**src/rtl/te_pkg.sv**
```systemverilog
package te_pkg;
  localparam int unsigned DIV_W  = 3;
  localparam int unsigned TH_W   = 12;
  localparam int unsigned LINE_W = 11;

  typedef enum logic [1:0] {
    TE_OFF     = 2'd0,
    TE_RSVD    = 2'd1,
    TE_ANY     = 2'd2,
    TE_VS_ONLY = 2'd3
  } te_mode_e;
endpackage

```
**src/rtl/te_tick_div.sv**
```systemverilog
module te_tick_div #(
  parameter int unsigned DIV_W = 3
) (
  input  logic             clk_i,
  input  logic             rst_ni,
  input  logic             run_i,
  input  logic [DIV_W-1:0] div_i,
  output logic             tick_o
);
  logic [DIV_W-1:0] cnt_q;

  assign tick_o = run_i && (cnt_q == div_i);

  always_ff @(posedge clk_i or negedge rst_ni) begin
    if (!rst_ni)        cnt_q <= '0;
    else if (!run_i)    cnt_q <= '0;
    else if (tick_o)    cnt_q <= '0;
    else                cnt_q <= cnt_q + 1'b1;
  end
endmodule

```
**src/rtl/te_pulse_meter.sv**
```systemverilog
module te_pulse_meter #(
  parameter int unsigned DIV_W = 3,
  parameter int unsigned TH_W  = 12
) (
  input  logic             clk_i,
  input  logic             rst_ni,
  input  logic             en_i,
  input  logic             lvl_i,
  input  logic [DIV_W-1:0] div_i,
  output logic             end_o,
  output logic [TH_W-1:0]  width_o
);
  logic            active, act_q, tick;
  logic [TH_W-1:0] width_q;

  assign active = en_i && lvl_i;

  // divider restarts with every pulse so width is phase-independent
  te_tick_div #(.DIV_W(DIV_W)) u_div (
    .clk_i  (clk_i),
    .rst_ni (rst_ni),
    .run_i  (active),
    .div_i  (div_i),
    .tick_o (tick)
  );

  always_ff @(posedge clk_i or negedge rst_ni) begin
    if (!rst_ni) begin
      width_q <= '0;
      act_q   <= 1'b0;
    end else begin
      act_q <= active;
      if (!active)                      width_q <= '0;
      else if (tick && (width_q != '1)) width_q <= width_q + 1'b1;
    end
  end

  assign end_o   = act_q && !active && en_i;
  assign width_o = width_q;
endmodule

```
**src/rtl/te_line_track.sv**
```systemverilog
module te_line_track
  import te_pkg::*;
#(
  parameter int unsigned LINE_W = 11
) (
  input  logic              clk_i,
  input  logic              rst_ni,
  input  logic              en_i,
  input  logic [1:0]        mode_i,
  input  logic [LINE_W-1:0] line_i,
  input  logic              hs_hit_i,
  input  logic              vs_hit_i,
  output logic              hs_det_o,
  output logic              vs_det_o,
  output logic [LINE_W-1:0] line_cnt_o,
  output logic              match_no
);
  logic [LINE_W-1:0] cnt_q, cnt_d;
  logic              hs_ev, vs_ev, fire;
  te_mode_e          mode;

  assign mode  = te_mode_e'(mode_i);
  assign vs_ev = en_i && vs_hit_i;
  assign hs_ev = en_i && hs_hit_i && !vs_hit_i;

  always_comb begin
    cnt_d = cnt_q;
    if (vs_ev)                      cnt_d = '0;
    else if (hs_ev && cnt_q != '1)  cnt_d = cnt_q + 1'b1;
  end

  always_comb begin
    unique case (mode)
      TE_ANY:     fire = (hs_ev || vs_ev) && (cnt_d == line_i);
      TE_VS_ONLY: fire = vs_ev;
      default:    fire = 1'b0;
    endcase
  end

  always_ff @(posedge clk_i or negedge rst_ni) begin
    if (!rst_ni) begin
      cnt_q    <= '0;
      hs_det_o <= 1'b0;
      vs_det_o <= 1'b0;
      match_no <= 1'b1;
    end else if (!en_i) begin
      cnt_q    <= '0;
      hs_det_o <= 1'b0;
      vs_det_o <= 1'b0;
      match_no <= 1'b1;
    end else begin
      cnt_q    <= cnt_d;
      hs_det_o <= hs_ev;
      vs_det_o <= vs_ev;
      match_no <= !fire;
    end
  end

  assign line_cnt_o = cnt_q;
endmodule

```
**src/rtl/te_sync_detect.sv**
```systemverilog
module te_sync_detect
  import te_pkg::*;
#(
  parameter int unsigned DIV_W  = te_pkg::DIV_W,
  parameter int unsigned TH_W   = te_pkg::TH_W,
  parameter int unsigned LINE_W = te_pkg::LINE_W
) (
  input  logic              clk_i,
  input  logic              rst_ni,
  input  logic              en_i,
  input  logic [1:0]        mode_i,
  input  logic [DIV_W-1:0]  clk_div_i,
  input  logic              hs_inv_i,
  input  logic              vs_inv_i,
  input  logic [TH_W-1:0]   hs_thr_i,
  input  logic [TH_W-1:0]   vs_thr_i,
  input  logic [LINE_W-1:0] line_i,
  input  logic              te_i,
  output logic              hs_det_o,
  output logic              vs_det_o,
  output logic [LINE_W-1:0] line_cnt_o,
  output logic              match_no
);
  localparam int unsigned NCLS = 2; // 0: HS, 1: VS

  logic [1:0]      te_sync_q;
  logic            te_s;
  logic            end_w   [NCLS];
  logic [TH_W-1:0] width_w [NCLS];
  logic            hs_hit, vs_hit;

  always_ff @(posedge clk_i or negedge rst_ni) begin
    if (!rst_ni) te_sync_q <= '0;
    else         te_sync_q <= {te_sync_q[0], te_i};
  end
  assign te_s = te_sync_q[1];

  for (genvar g = 0; g < NCLS; g++) begin : g_meter
    logic inv;
    assign inv = (g == 1) ? vs_inv_i : hs_inv_i;
    te_pulse_meter #(.DIV_W(DIV_W), .TH_W(TH_W)) u_meter (
      .clk_i   (clk_i),
      .rst_ni  (rst_ni),
      .en_i    (en_i),
      .lvl_i   (te_s ^ inv),
      .div_i   (clk_div_i),
      .end_o   (end_w[g]),
      .width_o (width_w[g])
    );
  end

  assign vs_hit = end_w[1] && (width_w[1] >= vs_thr_i);
  assign hs_hit = end_w[0] && (width_w[0] >= hs_thr_i) && (width_w[0] < vs_thr_i);

  te_line_track #(.LINE_W(LINE_W)) u_track (
    .clk_i      (clk_i),
    .rst_ni     (rst_ni),
    .en_i       (en_i),
    .mode_i     (mode_i),
    .line_i     (line_i),
    .hs_hit_i   (hs_hit),
    .vs_hit_i   (vs_hit),
    .hs_det_o   (hs_det_o),
    .vs_det_o   (vs_det_o),
    .line_cnt_o (line_cnt_o),
    .match_no   (match_no)
  );
endmodule

```
**config.mk**
```make
export PLATFORM = sky130hd
export DESIGN_NAME = te_sync_detect
export DESIGN_NICKNAME = d
export VERILOG_FILES = /design/src/rtl/te_pkg.sv /design/src/rtl/te_tick_div.sv /design/src/rtl/te_pulse_meter.sv /design/src/rtl/te_line_track.sv /design/src/rtl/te_sync_detect.sv
export SDC_FILE = /design/constraint.sdc
export NUM_CORES = 1
export LEC_CHECK = 0
export CAP_MARGIN = 10
export CORE_MARGIN = 1.5
export CORE_UTILIZATION = 50
export DETAILED_ROUTE_END_ITERATION = 7
export GPL_ROUTABILITY_DRIVEN = 0
export PLACE_DENSITY = 0.75
export REMOVE_ABC_BUFFERS = 1
export SLEW_MARGIN = 20
export SYNTH_ARGS = -nofsm -noshare
export SYNTH_HDL_FRONTEND = slang
export SYNTH_SLANG_ARGS = --single-unit
```
**constraint.sdc**
```tcl
create_clock -name clk_i -period 4 [get_ports clk_i]
set_input_delay 0.6 -clock clk_i [delete_from_list [all_inputs] [get_ports clk_i]]
set_output_delay 0.6 -clock clk_i [all_outputs]
set_load 0.02 [all_outputs]
```
==> results.json, run 1 <==
{
  "status": "finished clean",
  "maxSlewViolCount": 0,
  "cts.path.max_buffers": 2,
  "numCtsBuffers": 5,
  "die_y_um": 89.2,
  "vias": 3276,
  "clk-insertion-delay-late_ns": 0.31,
  "switching_power_mw": 0.244,
  "crit_path_max_incr_delay_ns": 0.62,
  "reg2reg_slack_ns": 0.74,
  "relSlewSlack_pct": 39.1,
  "cp-start-kind": "input pin",
  "cts.hold.buffers_added": 0,
  "postSynthCellCount": 427,
  "grt_usage_pct": 23.3,
  "yosys-top-cells-area": "dfrtp_1 (32%), ha_1 (13%), xnor2_1 (5.0%), nor2_1 (4.9%), inv_1 (3.9%)",
  "cts_tree": "built",
  "drc": 0,
  "synth_top_area_share_pct": 31.7,
  "ys_ff_latch": 48,
  "antenna_found_initial": 0,
  "drt-pass1-iter-count": 4,
  "reg2reg_to": "u_track.match_no",
  "yosysWarnings": 0,
  "place_area_um2": 4390,
  "synth_most_common_cell": "nor2_1",
  "max_freq_mhz": 281,
  "syn2layout_area_growth_pct": 22.4,
  "dpl.hpwl_mm": 6.76,
  "async_flop_share_pct": 100,
  "first_iter_violations": 132,
  "synth_edf_count": 0,
  "crit_type": "input pin to register",
  "ir_drop_mv": 0.181,
  "dpl_worst_slack_ns": 0.132,
  "yosysSeqAreaShare_pct": 32.4,
  "grt_pass1_wl_mm": 14.5,
  "p_comb_share_pct": 12.3,
  "synth_common_cells": "nor2_1 (48), dfrtp_1 (47), ha_1 (40)",
  "crit_buf_inv": 3,
  "synth_cell_type_count": 65,
  "cp-end-kind": "register",
  "placementRows": 31,
  "p_int_mw": 0.871,
  "timing.final.ws_setup_ns": 0.437,
  "fin_skew_ns": 0.00933,
  "cp_slowest_cell": "a2111oi_0",
  "worstPathMaxFanout": 7,
  "reg2reg_depth": 11,
  "grt_max_degree": 49,
  "start_util_pct": 51.5,
  "min_period_over_period_pct": 89.1,
  "hold_path.class": "input pin to async pin",
  "rsz0062_at_grt": "false",
  "yosysTopAreaCell": "dfrtp_1",
  "ios": 60,
  "postCtsSetupBuffers": 0,
  "met3_usage_pct": 4.80,
  "final_nets": 571,
  "timing.rr.start": "g_meter[0].u_meter.width_o[2]",
  "clk_pin_slew_ns": 0.09,
  "n_fill_cell": 605,
  "post_cts_resized": 0,
  "grt_use_met1_pct": 31.4,
  "maxCapViolCount": 0,
  "wl_mm": 8.79,
  "final_area_um2": 4550,
  "h-tree-depth": 2,
  "leakagePower_nw": 2.07,
  "power_density_nw_per_um2": 245,
  "finalSetupViolCount": 0,
  "die-area_um2": 7950,
  "wl_per_cell_um": 15.0,
  "drive_gt1_share_pct": 6.17,
  "cp_cell_sequence": "clkdlybuf4s50_1 -> inv_1 -> ha_1 -> a21o_1 -> a21oi_1 -> a2111oi_0 -> buf_4 -> o311ai_2 -> nor3_1 -> xnor2_1 -> or4b_1 -> o211ai_1 -> a31oi_1",
  "power_frac_clock_pct": 43.2,
  "period_minus_slack_ns": 3.56,
  "diodes": 0,
  "synthFlopType": "dfrtp_1",
  "setup_tns_ns": 0,
  "fp.dieW_um": 89.2,
  "power_frac_seq_pct": 44.4,
  "critPathTopFamily": "compound AO/OA/AOI/OAI gates",
  "synth.avg_cell_area_um2": 8.70,
  "root_buffer": "clkbuf_8",
  "first_global_vias": 3211,
  "grt-busiest-layer": "met2",
  "hold_viol": 0,
  "instances_no_fill": 585,
  "routed_via_density": 5.60,
  "grtUsageMet2_pct": 37.7,
  "gr-total-overflow": 0,
  "ant_nets": 0,
  "dp.cells": 577,
  "cp_data_required_time_ns": 4.24,
  "coreArea_um2": 7210,
  "arrival_ns": 3.80,
  "tightest_slew_ns": 0.903,
  "netlist_area_um2": 3710,
  "clock-sinks": 48,
  "port_buffers": 59,
  "power.share.switching_pct": 21.9
}
[registers in the layout, summed over array words and instances (netlist names)]
signal and cells:
g_meter.u_meter.act_q 2, g_meter.u_meter.u_div.cnt_q 6, g_meter.u_meter.width_o 24, te_sync_q 2
u_track.hs_det_o 1, u_track.line_cnt_o 11, u_track.match_no 1, u_track.vs_det_o 1
[cells in the final DEF, fill, tap and decap left out, types with 3 or more instances in the layout]
cell             netlist  final
a21oi_1               20     20
nor3_1                 8      8
nand4_1                6      6
xor2_1                10     10
nor3b_1                3      3
inv_1                 39     39
nand2b_1               5      5
dfrtp_1               47     47
clkdlybuf4s50_1        0     58
clkbuf_8               0      5
nor2b_1                8      8
nor2_1                48     48
mux2i_1                3      3
nand3_1               22     22
and4_1                 3      3
xnor2_1               21     21
o2111ai_1              3      3
nor4_1                 3      3
o21ai_1                3      3
ha_1                  40     40
bufinv_16              0      3
nand2_1               30     30
or3_1                  5      5
o31ai_1                3      3
a21o_1                 4      4
o21ai_0               25     25
and3_1                 9      9
buf_4                  1      5
[power groups by stage]
stage                     Combinational [mW]  Sequential [mW]  Clock, mW
after floorplan                       0.0596            0.505          0
after global placement                 0.134            0.505          0
after detailed placement               0.137            0.505          0
after CTS                              0.138            0.496      0.490
after global routing                   0.154            0.497      0.510
final                                  0.138            0.496      0.483
[cell families (layout without fill, tap and decap cells)]
kind of cell / after synthesis / in the layout / synth area share (%)
multiplexers: 5 / 5 / 1.42
AO/OA/AOI/OAI: 84 / 84 / 15.8
adder cells (fa/ha/maj): 40 / 40 / 13.5
flip-flops: 48 / 48 / 32.4
XOR/XNOR: 32 / 32 / 7.92
AND/OR/NAND/NOR: 165 / 165 / 22.9
buffers and inverters: 53 / 112 / 6.03
[worst register-to-register path: stages, from the launching register on]
cell,delay [ns]
dfrtp_1,0.44
ha_1,0.32
a21o_1,0.12
a21oi_1,0.06
a2111oi_0,0.62
buf_4,0.23
o311ai_2,0.17
nor3_1,0.34
xnor2_1,0.17
or4b_1,0.51
o211ai_1,0.11
a31oi_1,0.10
[final cells by class]
class / instances / area, um2 / share of cell area (%)
Multi-Input combinational cell: 326 / 2290 / 50.3
Sequential cell: 48 / 1200 / 26.4
Timing Repair Buffer: 63 / 618 / 13.6
Inverter: 41 / 156 / 3.44
Tap cell: 99 / 124 / 2.72
Clock inverter: 3 / 90.1 / 1.98
Clock buffer: 5 / 68.8 / 1.51
[routing by layer]
layer	vias up	wire (um)	part of all wire, %
li1	1621	-	-
met1	1549	4100	47
met2	92	4070	46
met3	14	467	5.3
met4	0	151	1.7
met5	-	0	0
[worst max path at each step]
stage	start	to	slack (ns)	cells past startpoint
3_3_place_gp	hs_thr_i[2]	u_track.match_no	0.16	14
2_1_floorplan	hs_thr_i[2]	u_track.match_no	0.80	11
5_1_grt	hs_thr_i[2]	u_track.match_no	0.11	14
6_report	hs_thr_i[2]	u_track.match_no	0.44	13
4_1_cts	hs_thr_i[2]	u_track.match_no	0.44	14
3_5_place_dp	hs_thr_i[2]	u_track.match_no	0.13	14
[per-stage QoR]
| step | power, mW | util, % | hold slack, ns |
|---|---|---|---|
| 3_3_place_gp | 0.639 | 60.8 | 0.333 |
| 2_1_floorplan | 0.564 | - | 0.304 |
| 4_1_cts | 1.12 | 63.0 | 0.362 |
| 3_5_place_dp | 0.643 | 60.8 | 0.341 |
| 5_1_grt | 1.16 | 63.0 | 0.359 |
| 6_report | 1.12 | 63.0 | 0.298 |
No activity file was read; power rests on OpenSTA's default activity.
==> inputs of run 2 (changes only) <==
--- a/config.mk
+++ b/config.mk
@@ -12,7 +12,7 @@
 export GPL_ROUTABILITY_DRIVEN = 0
 export PLACE_DENSITY = 0.75
 export REMOVE_ABC_BUFFERS = 1
-export SLEW_MARGIN = 20
+export SLEW_MARGIN = 30
 export SYNTH_ARGS = -nofsm -noshare
 export SYNTH_HDL_FRONTEND = slang
 export SYNTH_SLANG_ARGS = --single-unit
==> results.json, run 2 (same netlist as run 1, synthesis figures left out) <==
{
  "place_area_um2": 4390,
  "drive_gt1_share_pct": 6.17,
  "top_layer_used": "met4",
  "placementRows": 31,
  "crit_type": "input pin to register",
  "routed_via_density": 5.62,
  "gr-total-overflow": 0,
  "hold_slack_ns": 0.298,
  "hold_viol": 0,
  "cp_slowest_cell": "a2111oi_0",
  "multi_input_area_um2": 2290,
  "cp_cell_sequence": "clkdlybuf4s50_1 -> inv_1 -> ha_1 -> a21o_1 -> a21oi_1 -> a2111oi_0 -> buf_4 -> o311ai_2 -> nor3_1 -> xnor2_1 -> or4b_1 -> o211ai_1 -> a31oi_1",
  "final_nets": 571,
  "critPathTopFamily": "compound AO/OA/AOI/OAI gates",
  "clk-insertion-delay-late_ns": 0.30,
  "drt-pass1-iter-count": 4,
  "final_area_um2": 4550,
  "tightest_slew_ns": 0.926,
  "n_fill_cell": 614,
  "maxSlewViolCount": 0,
  "postCtsSetupBuffers": 0,
  "largest_reg_flops": 24,
  "crit_path_max_incr_delay_ns": 0.63,
  "post_cts_resized": 0,
  "grt_pass1_wl_mm": 14.5,
  "m1WireLength_mm": 4.04,
  "grt_max_degree": 49,
  "numCtsBuffers": 5,
  "cp-start-kind": "input pin",
  "drc": 0,
  "status": "finished clean",
  "cts.hold.buffers_added": 0,
  "clk_pin_slew_ns": 0.10,
  "wl_per_cell_um": 14.9,
  "cts.path.max_buffers": 2,
  "ant_nets": 0,
  "h-tree-depth": 2,
  "ir_drop_mv": 0.180,
  "first_iter_violations": 153,
  "relSlewSlack_pct": 37.6,
  "root_buffer": "clkbuf_8",
  "timing.final.ws_setup_ns": 0.435,
  "crit_buf_inv": 3,
  "first_global_vias": 3217,
  "cp-end-kind": "register",
  "min_period_over_period_pct": 89.1,
  "fp.dieW_um": 89.2,
  "antenna_found_initial": 0,
  "die-area_um2": 7950,
  "met2_length_mm": 4.06,
  "final_common_cell": "clkdlybuf4s50_1",
  "dpl.hpwl_mm": 6.77,
  "grt_usage_pct": 23.2,
  "die_y_um": 89.2,
  "period_minus_slack_ns": 3.57,
  "final_util_pct": 63.0,
  "leakagePower_nw": 2.07,
  "cp_data_required_time_ns": 4.23,
  "power.total_mw": 1.12,
  "setup_tns_ns": 0,
  "clock-sinks": 48,
  "instances_no_fill": 585,
  "worstPathMaxFanout": 7,
  "arrival_ns": 3.79,
  "vias": 3286,
  "fin_skew_ns": 0.0112,
  "maxCapViolCount": 0,
  "syn2layout_area_growth_pct": 22.4,
  "max_freq_mhz": 280,
  "met3_wirelength_um": 476,
  "regArea_um2": 1200,
  "final_cell_mix": "clkdlybuf4s50_1 (58), nor2_1 (48), dfrtp_1 (47)",
  "hold_path.class": "input pin to async pin",
  "dp.cells": 577,
  "rsz0062_at_grt": "false",
  "start_util_pct": 51.5,
  "finalSetupViolCount": 0,
  "cts_tree": "built",
  "power_density_nw_per_um2": 246,
  "coreArea_um2": 7210,
  "wl_mm": 8.71,
  "dpl_worst_slack_ns": 0.145,
  "diodes": 0,
  "ios": 60,
  "port_buffers": 59
}
==> run 2: cell counts in the layout (fill, tap and decap cells not counted) <==
No cell type changed its count.
==> run 2: cell type report <==
type,instances,area share [%]
timing repair buffer,63,13.6
sequential,48,26.4
clock inverter,3,1.98
inverter,41,3.44
tap,99,2.72
multi-input combinational,326,50.3
clock buffer,5,1.51
==> run 2: worst paths after layout <==
path / from / to / slack [ns] / cells after the start
min: rst_ni / g_meter[0].u_meter.width_o[5] / 0.30 / 1
max: hs_thr_i[2] / u_track.match_no / 0.43 / 13
min in group clk_i: te_sync_q[0] / te_sync_q[1] / 0.36 / 0
max reg2reg: g_meter[0].u_meter.width_o[2] / u_track.match_no / 0.73 / 11
max in group asynchronous: rst_ni / g_meter[0].u_meter.act_q / 3.27 / 1
min reg2reg: te_sync_q[0] / te_sync_q[1] / 0.36 / 0
==> run 2: power breakdown <==
group          switching, mW  leakage [nW]  internal (mW)
Clock                  0.171        0.0784          0.313
Sequential           0.00476         0.658          0.491
Combinational         0.0696          1.33         0.0677
Total                  0.245          2.07          0.871
==> run 2: per-layer routing <==
layer  GRT usage (%)  vias up
li1                -     1625
met1            31.9     1532
met2            37.4      117
met3            3.97       12
met4            7.55        0
met5               0        -
==> inputs of run 3 (changes only) <==
--- a/config.mk
+++ b/config.mk
@@ -10,6 +10,7 @@
 export CORE_UTILIZATION = 50
 export DETAILED_ROUTE_END_ITERATION = 7
 export GPL_ROUTABILITY_DRIVEN = 0
+export GPL_TIMING_DRIVEN = 0
 export PLACE_DENSITY = 0.75
 export REMOVE_ABC_BUFFERS = 1
 export SLEW_MARGIN = 30
==> results.json, run 3 (same netlist as run 1, synthesis figures left out) <==
{
  "numCtsBuffers": 5,
  "cts.hold.buffers_added": 0,
  "maxSlewViolCount": 0,
  "status": "finished clean",
  "rsz0062_at_grt": "false",
  "grt-busiest-layer": "met2",
  "tightest_slew_ns": 0.913,
  "relSlewSlack_pct": 39.0,
  "largest_reg_flops": 24,
  "fin_skew_ns": 0.0120,
  "clk-insertion-delay-late_ns": 0.30,
  "coreArea_um2": 7210,
  "postCtsSetupBuffers": 0,
  "met3_usage_pct": 2.77,
  "max_freq_mhz": 266,
  "power_frac_seq_pct": 44.6,
  "grt_pass1_wl_mm": 14.4,
  "grt_usage_pct": 23.2,
  "p_comb_share_pct": 12.4,
  "drt-pass1-iter-count": 4,
  "power_frac_clock_pct": 43.0,
  "drc": 0,
  "clock-sinks": 48,
  "final_cell_mix": "clkdlybuf4s50_1 (58), nor2_1 (48), dfrtp_1 (47)",
  "drive_gt1_share_pct": 5.39,
  "ios": 60,
  "wl_mm": 8.63,
  "final_area_um2": 4530,
  "start_util_pct": 51.5,
  "die-area_um2": 7950,
  "placementRows": 31,
  "antenna_found_initial": 0,
  "cts.path.max_buffers": 2,
  "min_period_over_period_pct": 94.0,
  "place_area_um2": 4370,
  "worstPathMaxFanout": 13,
  "final_nets": 567,
  "timing.final.ws_setup_ns": 0.240,
  "routed_via_density": 5.61,
  "final_util_pct": 62.8,
  "timing.rr.start": "g_meter[0].u_meter.width_o[2]",
  "switching_power_mw": 0.240,
  "syn2layout_area_growth_pct": 21.9,
  "grtUsageMet2_pct": 37.9,
  "fp.dieW_um": 89.2,
  "die_y_um": 89.2,
  "finalSetupViolCount": 0,
  "first_global_vias": 3145,
  "wl_per_cell_um": 14.9,
  "gr-total-overflow": 0,
  "vias": 3261,
  "cp-startpoint": "hs_thr_i[2]",
  "p_int_mw": 0.871,
  "maxCapViolCount": 0,
  "crit_type": "input pin to register",
  "n_fill_cell": 625,
  "arrival_ns": 3.99,
  "setup_tns_ns": 0,
  "cp_data_required_time_ns": 4.23,
  "cts_tree": "built",
  "hold_path.class": "input pin to async pin",
  "root_buffer": "clkbuf_8",
  "power_density_nw_per_um2": 245,
  "cp_slowest_cell": "a2111oi_1",
  "cp-start-kind": "input pin",
  "ant_nets": 0,
  "power.share.switching_pct": 21.6,
  "grt_use_met1_pct": 32.9,
  "clk_pin_slew_ns": 0.10,
  "h-tree-depth": 2,
  "cp-end-kind": "register",
  "hold_viol": 0,
  "cp_cell_sequence": "clkdlybuf4s50_1 -> inv_1 -> ha_1 -> a21o_1 -> a21oi_1 -> a2111oi_1 -> o311ai_4 -> nor3_1 -> xnor2_1 -> or4b_1 -> o211ai_1 -> a31oi_1",
  "leakagePower_nw": 2.05,
  "crit_path_max_incr_delay_ns": 0.84,
  "ir_drop_mv": 0.189,
  "port_buffers": 59,
  "dpl_worst_slack_ns": -0.0748,
  "diodes": 0,
  "first_iter_violations": 159,
  "final_common_cell": "clkdlybuf4s50_1",
  "post_cts_resized": 0,
  "dpl.hpwl_mm": 6.66,
  "grt_max_degree": 49,
  "period_minus_slack_ns": 3.76
}
[run 3: metrics by stage]
stage | instances | power (mW) | hold slack, ns
after floorplan | 415 | 0.564 | 0.304
after global placement | 573 | 0.638 | 0.331
after detailed placement | 573 | 0.643 | 0.347
after CTS | 581 | 1.12 | 0.331
after global routing | 581 | 1.16 | 0.353
final | 581 | 1.11 | 0.310
[run 3: power groups by stage]
stage,Combinational [mW],Sequential (mW),Clock (mW)
after global routing,0.153,0.497,0.511
after CTS,0.139,0.496,0.489
final,0.137,0.496,0.478
after global placement,0.133,0.505,0
after detailed placement,0.137,0.506,0
after floorplan,0.0596,0.505,0
[run 3: path summary, 6_finish.rpt]
kind,slack [ns],depth (start not counted),to
worst max-delay path,0.24,12,u_track.match_no
worst min-delay path,0.31,1,g_meter[0].u_meter.width_o[1]
worst max register to register,0.54,10,u_track.match_no
worst min register to register,0.37,0,te_sync_q[1]
max in group asynchronous,3.28,1,g_meter[0].u_meter.act_q
min in group clk_i,0.37,0,te_sync_q[1]
[run 3: layout make-up]
type                            instances  area [um2]  area share [%]
Sequential cell                        48        1200            26.6
Clock inverter                          3        90.1            1.99
Clock buffer                            5        68.8            1.52
Timing Repair Buffer                   59         588            13.0
Multi-Input combinational cell        326        2300            50.8
Tap cell                               99         124            2.74
Inverter                               41         156            3.45
[run 3: metal layers]
metal  part of all wire (%)  routed length (um)
met1                     48                4150
met4                    1.0                  90
met2                     47                4030
met3                    4.2                 359
met5                      0                   0
[run 3: worst max-delay path, delay by kind of cell]
kind / cells / cell delay, ns
adder cells (fa/ha/maj): 1 / 0.29
AND/OR/NAND/NOR: 2 / 0.84
buffers and inverters: 2 / 0.49
AO/OA/AOI/OAI: 6 / 1.60
XOR/XNOR: 1 / 0.16
